`src/rtl/ser_port_pkg.sv`:
```
package ser_port_pkg;
    localparam int ADDR_W      = 7;
    localparam int DATA_W      = 8;
    localparam int SYNC_STAGES = 2;
    localparam int BIT_CW      = $clog2(DATA_W);

    typedef enum logic [1:0] {
        ST_IDLE,
        ST_HDR,
        ST_BODY,
        ST_DONE
    } port_state_t;

    typedef struct packed {
        logic              is_rd;
        logic [ADDR_W-1:0] addr;
    } hdr_t;

    function automatic hdr_t hdr_decode(input logic [DATA_W-1:0] b);
        hdr_t h;
        h.is_rd = b[DATA_W-1];
        h.addr  = b[ADDR_W-1:0];
        return h;
    endfunction
endpackage

```
`src/rtl/ser_sync.sv`:
```
module ser_sync #(
    parameter int               WIDTH   = 1,
    parameter int               STAGES  = 2,
    parameter logic [WIDTH-1:0] RST_VAL = '0
) (
    input  logic             clk,
    input  logic             rst,
    input  logic [WIDTH-1:0] d_i,
    output logic [WIDTH-1:0] q_o
);
    logic [WIDTH-1:0] stg [STAGES];

    generate
        for (genvar s = 0; s < STAGES; s++) begin : g_stage
            always_ff @(posedge clk) begin
                if (rst)
                    stg[s] <= RST_VAL;
                else if (s == 0)
                    stg[s] <= d_i;
                else
                    stg[s] <= stg[(s == 0) ? 0 : s-1];
            end
        end
    endgenerate

    assign q_o = stg[STAGES-1];
endmodule

```
`src/rtl/ser_glitch_filt.sv`:
```
module ser_glitch_filt #(
    parameter int STABLE_CYC = 8
) (
    input  logic clk,
    input  logic rst,
    input  logic raw_i,
    output logic rise_o,
    output logic fall_o
);
    localparam int CW = $clog2(STABLE_CYC + 1);
    localparam logic [CW-1:0] LAST = CW'(STABLE_CYC - 1);

    logic          lvl_q;
    logic [CW-1:0] run_q;

    always_ff @(posedge clk) begin
        if (rst) begin
            lvl_q  <= 1'b0;
            run_q  <= '0;
            rise_o <= 1'b0;
            fall_o <= 1'b0;
        end else begin
            rise_o <= 1'b0;
            fall_o <= 1'b0;
            if (raw_i == lvl_q) begin
                run_q <= '0;
            end else if (run_q == LAST) begin
                lvl_q  <= raw_i;
                run_q  <= '0;
                rise_o <= raw_i;
                fall_o <= !raw_i;
            end else begin
                run_q <= run_q + 1'b1;
            end
        end
    end
endmodule

```
`src/rtl/ser_frame_ctl.sv`:
```
module ser_frame_ctl
    import ser_port_pkg::*;
(
    input  logic              clk,
    input  logic              rst,
    input  logic              en_act,
    input  logic              rise_i,
    input  logic              fall_i,
    input  logic              din_i,
    input  logic [DATA_W-1:0] rdata_i,
    output logic [ADDR_W-1:0] addr_o,
    output logic              wr_o,
    output logic [DATA_W-1:0] wdata_o,
    output logic              rd_o,
    output logic              sdo_o,
    output logic              oe_o
);
    localparam logic [BIT_CW-1:0] LAST_BIT = BIT_CW'(DATA_W - 1);

    port_state_t       st_q;
    hdr_t              hdr_q;
    logic [BIT_CW-1:0] bit_q;
    logic [DATA_W-2:0] in_sr_q;
    logic [DATA_W-1:0] out_sr_q;
    logic [DATA_W-1:0] in_byte;

    assign in_byte = {in_sr_q, din_i};

    always_ff @(posedge clk) begin
        if (rst) begin
            st_q     <= ST_IDLE;
            hdr_q    <= '0;
            bit_q    <= '0;
            in_sr_q  <= '0;
            out_sr_q <= '0;
            wr_o     <= 1'b0;
            wdata_o  <= '0;
            rd_o     <= 1'b0;
            sdo_o    <= 1'b1;
        end else begin
            wr_o <= 1'b0;
            rd_o <= 1'b0;
            if (rd_o)
                out_sr_q <= rdata_i;
            if (!en_act) begin
                st_q  <= ST_IDLE;
                bit_q <= '0;
                sdo_o <= 1'b1;
            end else begin
                unique case (st_q)
                    ST_IDLE: begin
                        st_q  <= ST_HDR;
                        bit_q <= '0;
                    end
                    ST_HDR: if (fall_i) begin
                        in_sr_q <= in_byte[DATA_W-2:0];
                        bit_q   <= bit_q + 1'b1;
                        if (bit_q == LAST_BIT) begin
                            hdr_q <= hdr_decode(in_byte);
                            rd_o  <= in_byte[DATA_W-1];
                            st_q  <= ST_BODY;
                        end
                    end
                    ST_BODY: begin
                        if (rise_i && hdr_q.is_rd) begin
                            sdo_o    <= out_sr_q[DATA_W-1];
                            out_sr_q <= {out_sr_q[DATA_W-2:0], 1'b0};
                        end
                        if (fall_i) begin
                            in_sr_q <= in_byte[DATA_W-2:0];
                            bit_q   <= bit_q + 1'b1;
                            if (bit_q == LAST_BIT) begin
                                st_q <= ST_DONE;
                                if (!hdr_q.is_rd) begin
                                    wr_o    <= 1'b1;
                                    wdata_o <= in_byte;
                                end
                            end
                        end
                    end
                    default: ;
                endcase
            end
        end
    end

    assign addr_o = hdr_q.addr;
    assign oe_o   = en_act && (st_q == ST_BODY) && hdr_q.is_rd;
endmodule

```
`src/rtl/ser_reg_port.sv`:
```
module ser_reg_port
    import ser_port_pkg::*;
#(
    parameter int FILT_CYC = 8
) (
    input  logic              clk,
    input  logic              rst,
    input  logic              sclk_i,
    input  logic              sel_n_i,
    input  logic              sdi_i,
    output logic              sdo_o,
    output logic              sdo_oe_o,
    output logic [ADDR_W-1:0] reg_addr_o,
    output logic              reg_wr_o,
    output logic [DATA_W-1:0] reg_wdata_o,
    output logic              reg_rd_o,
    input  logic [DATA_W-1:0] reg_rdata_i
);
    logic [1:0] ctl_s;
    logic       sclk_s;
    logic       sclk_rise;
    logic       sclk_fall;
    logic       en_act;

    ser_sync #(.WIDTH(2), .STAGES(SYNC_STAGES), .RST_VAL(2'b10)) i_ctl_sync (
        .clk(clk), .rst(rst), .d_i({sel_n_i, sdi_i}), .q_o(ctl_s)
    );

    ser_sync #(.WIDTH(1), .STAGES(SYNC_STAGES), .RST_VAL(1'b0)) i_clk_sync (
        .clk(clk), .rst(rst), .d_i(sclk_i), .q_o(sclk_s)
    );

    ser_glitch_filt #(.STABLE_CYC(FILT_CYC)) i_filt (
        .clk(clk), .rst(rst), .raw_i(sclk_s),
        .rise_o(sclk_rise), .fall_o(sclk_fall)
    );

    assign en_act = !ctl_s[1];

    ser_frame_ctl i_ctl (
        .clk(clk), .rst(rst), .en_act(en_act),
        .rise_i(sclk_rise), .fall_i(sclk_fall), .din_i(ctl_s[0]),
        .rdata_i(reg_rdata_i), .addr_o(reg_addr_o),
        .wr_o(reg_wr_o), .wdata_o(reg_wdata_o), .rd_o(reg_rd_o),
        .sdo_o(sdo_o), .oe_o(sdo_oe_o)
    );
endmodule

```
`config.mk`:
```
export PLATFORM = sky130hd
export DESIGN_NAME = ser_reg_port
export DESIGN_NICKNAME = d
export VERILOG_FILES = /design/src/rtl/ser_port_pkg.sv /design/src/rtl/ser_sync.sv /design/src/rtl/ser_glitch_filt.sv /design/src/rtl/ser_frame_ctl.sv /design/src/rtl/ser_reg_port.sv
export SDC_FILE = /design/constraint.sdc
export NUM_CORES = 1
export LEC_CHECK = 0
export ABC_AREA = 1
export BUFFER_PORTS_ARGS = -buffer_cell sky130_fd_sc_hd__buf_2
export CAP_MARGIN = 20
export CELL_PAD_IN_SITES_DETAIL_PLACEMENT = 1
export CELL_PAD_IN_SITES_GLOBAL_PLACEMENT = 1
export CORE_UTILIZATION = 41
export CTS_CLUSTER_SIZE = 16
export DETAILED_ROUTE_END_ITERATION = 16
export GPL_TIMING_DRIVEN = 0
export PLACE_DENSITY_LB_ADDON = 0.08
export SLEW_MARGIN = 30
export SYNTH_ARGS = -nofsm -noshare
export SYNTH_HDL_FRONTEND = slang
export SYNTH_SLANG_ARGS = --single-unit
```
`constraint.sdc`:
```
create_clock -name clk -period 2 [get_ports clk]
set_clock_uncertainty 0.05 [all_clocks]
set_input_delay 0.2 -clock clk [delete_from_list [all_inputs] [get_ports clk]]
set_output_delay 0.2 -clock clk [all_outputs]
set_load 0.005 [all_outputs]
```
==> results.json, run 1 <==
{
  "pwr_density_cell_nw_per_um2": 739,
  "syn-cell-area_um2": 2120,
  "grt_antenna_before_repair": 0,
  "outcome": "completed",
  "die_area_um2": 5460,
  "grt_max_degree": 17,
  "setup_tns_ps": 0,
  "synthCells": 268,
  "nNetsFinal": 325,
  "core_um2": 4850,
  "drive_gt1_frac": 0.199,
  "vias": 1746,
  "rsz0062_at_grt": "no",
  "critPathLaunchType": "flip-flop",
  "boundaryPins": 32,
  "grt_pass1_wl_mm": 7.30,
  "syn-num-nets": 288,
  "setup_viol": 0,
  "htreeDepth": 2,
  "grt_usage": 0.178,
  "required_ps": 2130,
  "cts-root-buf": "clkbuf_8",
  "ys_ff_latch": 52,
  "cts_sinks": 52,
  "peakVddDrop_mv": 0.415,
  "hold_class": "in -> reg",
  "startpoint": "i_ctl.st_q[0]",
  "worst_slew_margin_rel": 0.716,
  "gp_congestion": 0.813,
  "syn_to_final_growth_pct": 16.3,
  "insertion_delay_ps": 300,
  "clock_path_buffers": 2,
  "drt-total-wl_mm": 4.30,
  "comb_power_share": 0.030,
  "hold_start": "sel_n_i",
  "ant_nets": 0,
  "min_period_ps": 1690,
  "tritoncts": "built",
  "cts_made_buffers": 5,
  "hold_slack_ps": 22.9,
  "start_util": 0.437,
  "ys_seq_area_frac": 0.491,
  "stdcell_area_um2": 2470,
  "synth_edf_count": 0,
  "fin_crit_sh": 0.843,
  "cts_hold_buffers": 0,
  "drtIter0Drc": 77,
  "cts_setup_buffers": 0,
  "p_sw_frac": 0.213,
  "cellLeakagePower_nw": 1.18,
  "wl_per_cell_um": 11.5,
  "synth.area.top_cells": "dfxtp_1, nor2_1, nand2_1",
  "utilization": 0.509,
  "worst_path_largest_cell_delay_ps": 320,
  "worst-path-buf-inv": 2,
  "dp_hpwl_mm": 3.19,
  "die_w_um": 73.9,
  "clk_pin_slew_worst_paths_ps": 90,
  "cts_resized": 0,
  "synth_top_area_frac": 0.491,
  "dpl_cell_area_um2": 2350,
  "pwr-share-seq": 0.574,
  "p_clk_frac": 0.396,
  "crit_type": "reg -> reg",
  "cp.arrival_ps": 1820,
  "worst_path_most_repeated_cell": "inv_1",
  "tightest_slew_ps": 427,
  "critPathTopFamily": "simple AND/OR/NAND/NOR gates",
  "fmax_mhz": 593,
  "async_flop_share": 0,
  "cpMaxStageDelayCell": "dfxtp_1",
  "via_per_inst": 4.68,
  "cap_violations": 0,
  "grt_overflow": 0,
  "antennaDiodeCount": 0,
  "yosys_most_used_dff": "dfxtp_1",
  "io_buffers": 30,
  "crit_fanout": 9,
  "synth_common_cells": "nor2_1, dfxtp_1, nand2_1",
  "hold_violations": 0,
  "yosysTopAreaCell": "dfxtp_1",
  "ys_warn_count": 0,
  "chipHeight_um": 73.9,
  "avgSynthCellArea_um2": 7.91,
  "drc_errors": 0,
  "yosysMostFrequentCell": "nor2_1",
  "path_cells": "inv_1 -> ha_1 -> inv_1 -> nor2_2 -> nand3_2 -> nand2_1 -> a21oi_1",
  "power.switching_w": 0.000388,
  "ys_types": 25,
  "rows": 25,
  "p_int_w": 0.00143,
  "reg2reg_from": "i_ctl.st_q[0]",
  "firstDrtPassIters": 4,
  "finalMaxSlewViolations": 0,
  "end_kind": "flip-flop",
  "grt_pass1_vias": 1627
}
-- logic make-up after synthesis --
group           count (synthesis)  share of synthesized area
compound gates                 32                     0.0755
fa+ha+maj                       7                     0.0413
buf+inv                        37                     0.0903
xor+xnor                        3                     0.0124
flops                          52                      0.491
simple gates                  137                      0.290
-- area by class of cell --
type | instances | area [µm²]
Clock inverter | 3 | 42.5
Multi-Input combinational cell | 179 | 888
Fill cell | 619 | 2380
Clock buffer | 5 | 68.8
Timing Repair Buffer | 30 | 150
Inverter | 24 | 90.1
Tap cell | 67 | 83.8
Buffer | 13 | 101
Sequential cell | 52 | 1040
-- layer usage --
metal	up-vias	track usage	wire, µm
li1	921	-	-
met1	803	0.229	2180
met2	20	0.281	1970
met3	2	0.0535	119
met4	0	0.0705	34
met5	-	0	0
-- power by group through the flow --
stage | logic [W] | clock network (W) | registers [W]
after CTS | 0.0000569 | 0.000746 | 0.00105
after detailed placement | 0.0000567 | 0 | 0.00107
after global routing | 0.0000648 | 0.000788 | 0.00105
after global placement | 0.0000559 | 0 | 0.00107
after floorplan | 0.0000363 | 0 | 0.00107
final | 0.0000553 | 0.000721 | 0.00105
-- worst paths after layout --
kind	endpoint	slack [ps]	cells past startpoint
setup / recovery	i_ctl.wdata_o[1]	310	7
hold / removal	i_ctl_sync.stg[0][1]	20	2
setup reg to reg	i_ctl.wdata_o[1]	310	7
hold reg to reg	i_clk_sync.stg[1]	360	2
-- registers in the layout, summed over array words and instances (netlist names) --
signal          flops
i_ctl.out_sr_q      8
i_ctl.wdata_o       8
i_ctl.addr_o        7
i_ctl.in_sr_q       7
i_ctl_sync.stg      4
i_filt.run_q        4
i_ctl.bit_q         3
i_clk_sync.stg      2
i_ctl.st_q          2
i_ctl.hdr_q         1
i_ctl.rd_o          1
i_ctl.sdo_o         1
i_ctl.wr_o          1
i_filt.fall_o       1
i_filt.lvl_q        1
i_filt.rise_o       1
-- worst reg2reg max path, stage by stage (launching register included) --
cell and delay [ps]:
dfxtp_1 320, inv_1 100, ha_1 290, inv_1 100, nor2_2 300, nand3_2 230, nand2_1 110, a21oi_1 60
-- cell usage in the layout (no fill, tap or decap), drive strengths merged, types with 2 or more instances in the layout --
cell / instances
a21oi: 14
nor2: 58
clkbuf: 8
o21ai: 18
buf: 40
dfxtp: 52
nand3: 15
nand2: 48
ha: 7
xor2: 2
inv: 23
or2: 3
clkinv: 2
nand4: 11
-- stage by stage --
step / cells / setup slack, ps / power, W
floorplan: 268 / 614 / 0.00111
global placement: 365 / 365 / 0.00113
detailed placement: 365 / 327 / 0.00113
CTS: 373 / 313 / 0.00185
global route: 373 / 162 / 0.00190
finish: 373 / 314 / 0.00182
(Power assumes the default switching activity.)
==> run 2: changes to the inputs <==
- clock period: 2 -> 1.6 ns (I/O delays scaled with it)
==> run 2 against run 1 <==
  * Cell count up 2.1%
  * Utilization up 2.3 points
  * Worst setup slack lost 220 ps
  * Global-route usage increased by 0.086 points
  * Sequential share of layout area decreased by 1.8 points
  * Critical endpoint is now i_ctl.in_sr_q[3]
==> results.json, run 2 (synthesis results as in run 1) <==
{
  "grt_overflow": 0,
  "cap_violations": 0,
  "clk_pin_slew_worst_paths_ps": 100,
  "grt_max_degree": 17,
  "clock_path_buffers": 2,
  "start_util": 0.437,
  "drtIter0Drc": 68,
  "hold_violations": 0,
  "cellLeakagePower_nw": 1.22,
  "worst_slew_margin_rel": 0.714,
  "p_clk_frac": 0.397,
  "gp_congestion": 0.813,
  "pwr-share-seq": 0.568,
  "multi_input_area_um2": 926,
  "syn_to_final_growth_pct": 21.6,
  "io_buffers": 30,
  "firstDrtPassIters": 4,
  "setup_tns_ps": 0,
  "cp.arrival_ps": 1710,
  "p_int_w": 0.00180,
  "finalNonFillerCells": 381,
  "cts_made_buffers": 5,
  "layout_commonest_cell": "nor2_1",
  "rsz0062_at_grt": "yes",
  "final_cell_mix": "nor2_1, dfxtp_1, nand2_1",
  "cts-root-buf": "clkbuf_8",
  "die_area_um2": 5460,
  "comb_power_share": 0.034,
  "finalMaxSlewViolations": 0,
  "cts_sinks": 52,
  "boundaryPins": 32,
  "p_sw_frac": 0.218,
  "grt_pass1_vias": 1658,
  "nFillCells": 623,
  "drive_gt1_frac": 0.229,
  "worst_path_largest_cell_delay_ps": 380,
  "dp.cells": 365,
  "antennaDiodeCount": 0,
  "htreeDepth": 2,
  "grt_antenna_before_repair": 0,
  "drt-total-wl_mm": 4.47,
  "crit_type": "reg -> reg",
  "top_regs": "i_ctl.out_sr_q: 8 flops, i_ctl.wdata_o: 8 flops",
  "insertion_delay_ps": 310,
  "hold_class": "in -> reg",
  "tightest_slew_ps": 429,
  "fmax_mhz": 665,
  "rows": 25,
  "drc_errors": 0,
  "setup_viol": 0,
  "power.switching_w": 0.000501,
  "vias": 1783,
  "min_period_ps": 1500,
  "pwr_density_cell_nw_per_um2": 893,
  "path_cells": "inv_1 -> ha_1 -> nand2_2 -> nor2_4 -> buf_4 -> o21ai_0 -> nor2_1",
  "core_um2": 4850,
  "die_w_um": 73.9,
  "end_kind": "flip-flop",
  "cpMaxStageDelayCell": "dfxtp_1",
  "crit_fanout": 6,
  "peakVddDrop_mv": 0.521,
  "required_ps": 1800,
  "dp_hpwl_mm": 3.19,
  "nNetsFinal": 333,
  "critPathLaunchType": "flip-flop",
  "outcome": "completed",
  "fin_crit_sh": 0.941,
  "wl_per_cell_um": 11.7,
  "grt_usage": 0.179,
  "chipHeight_um": 73.9,
  "layout.area.seq_um2": 1040,
  "grt_pass1_wl_mm": 7.33,
  "ant_nets": 0,
  "tritoncts": "built",
  "via_per_inst": 4.68
}
-- run 2: repair_timing --
item / CTS / global route
hold buffers: 4 / 0
setup buffers: 0 / 4
pin swaps: 0 / 1
resized for setup: 3 / 8
endpoints found under the hold margin: 7 / 0
setup endpoints to repair: 13 / 33
-- run 2: final timing paths --
check / endpoint / from / slack, ps / cells past startpoint
max: i_ctl.in_sr_q[3] / i_ctl.st_q[1] / 100 / 7
min: i_ctl.out_sr_q[5] / reg_rdata_i[5] / 130 / 5
max reg2reg: i_ctl.in_sr_q[3] / i_ctl.st_q[1] / 100 / 7
min reg2reg: i_clk_sync.stg[1] / i_clk_sync.stg[0] / 360 / 2
-- run 2: final cells by class --
class                   instances  share of cell area
clock inverters                 3              0.0165
flip-flops and latches         52               0.404
inverters                      24              0.0369
repair buffers                 38              0.0854
multi-input cells             179               0.359
well taps                      67              0.0325
clock buffers                   5              0.0267
plain buffers                  13              0.0393
-- run 2: layer usage --
layer | vias up | GRT usage | routed length (µm)
li1 | 934 | - | -
met1 | 824 | 0.226 | 2250
met2 | 21 | 0.287 | 2040
met3 | 4 | 0.0535 | 134
met4 | 0 | 0.0705 | 51
met5 | - | 0 | 0
-- run 2: power by group through the flow --
stage                logic, W  registers [W]  clock network, W
floorplan           0.0000453        0.00134                 0
global placement    0.0000698        0.00134                 0
detailed placement  0.0000709        0.00134                 0
CTS                 0.0000791        0.00131          0.000933
global route        0.0000913        0.00131          0.000987
finish              0.0000789        0.00131          0.000914
-- run 2: worst max-delay path, delay by kind of cell (launching register included) --
kind                     cells  cell delay (ps)
AO/OA/AOI/OAI                1               70
adder cells (fa/ha/maj)      1              330
buffers and inverters        2              240
flip-flops                   1              380
AND/OR/NAND/NOR              3              380
-- run 2: metrics by stage --
| step | power, W | area, µm² | setup slack [ps] | hold slack, ps | utilization |
|---|---|---|---|---|---|
| after floorplan | 0.00138 | 2120 | 214 | 214 | - |
| after global placement | 0.00141 | 2350 | -35.2 | 296 | 0.486 |
| after detailed placement | 0.00141 | 2350 | -72.7 | 299 | 0.486 |
| after CTS | 0.00232 | 2520 | 2.68 | 129 | 0.519 |
| after global routing | 0.00239 | 2580 | -56.9 | 129 | 0.532 |
| final | 0.00230 | 2580 | 95.1 | 131 | 0.532 |
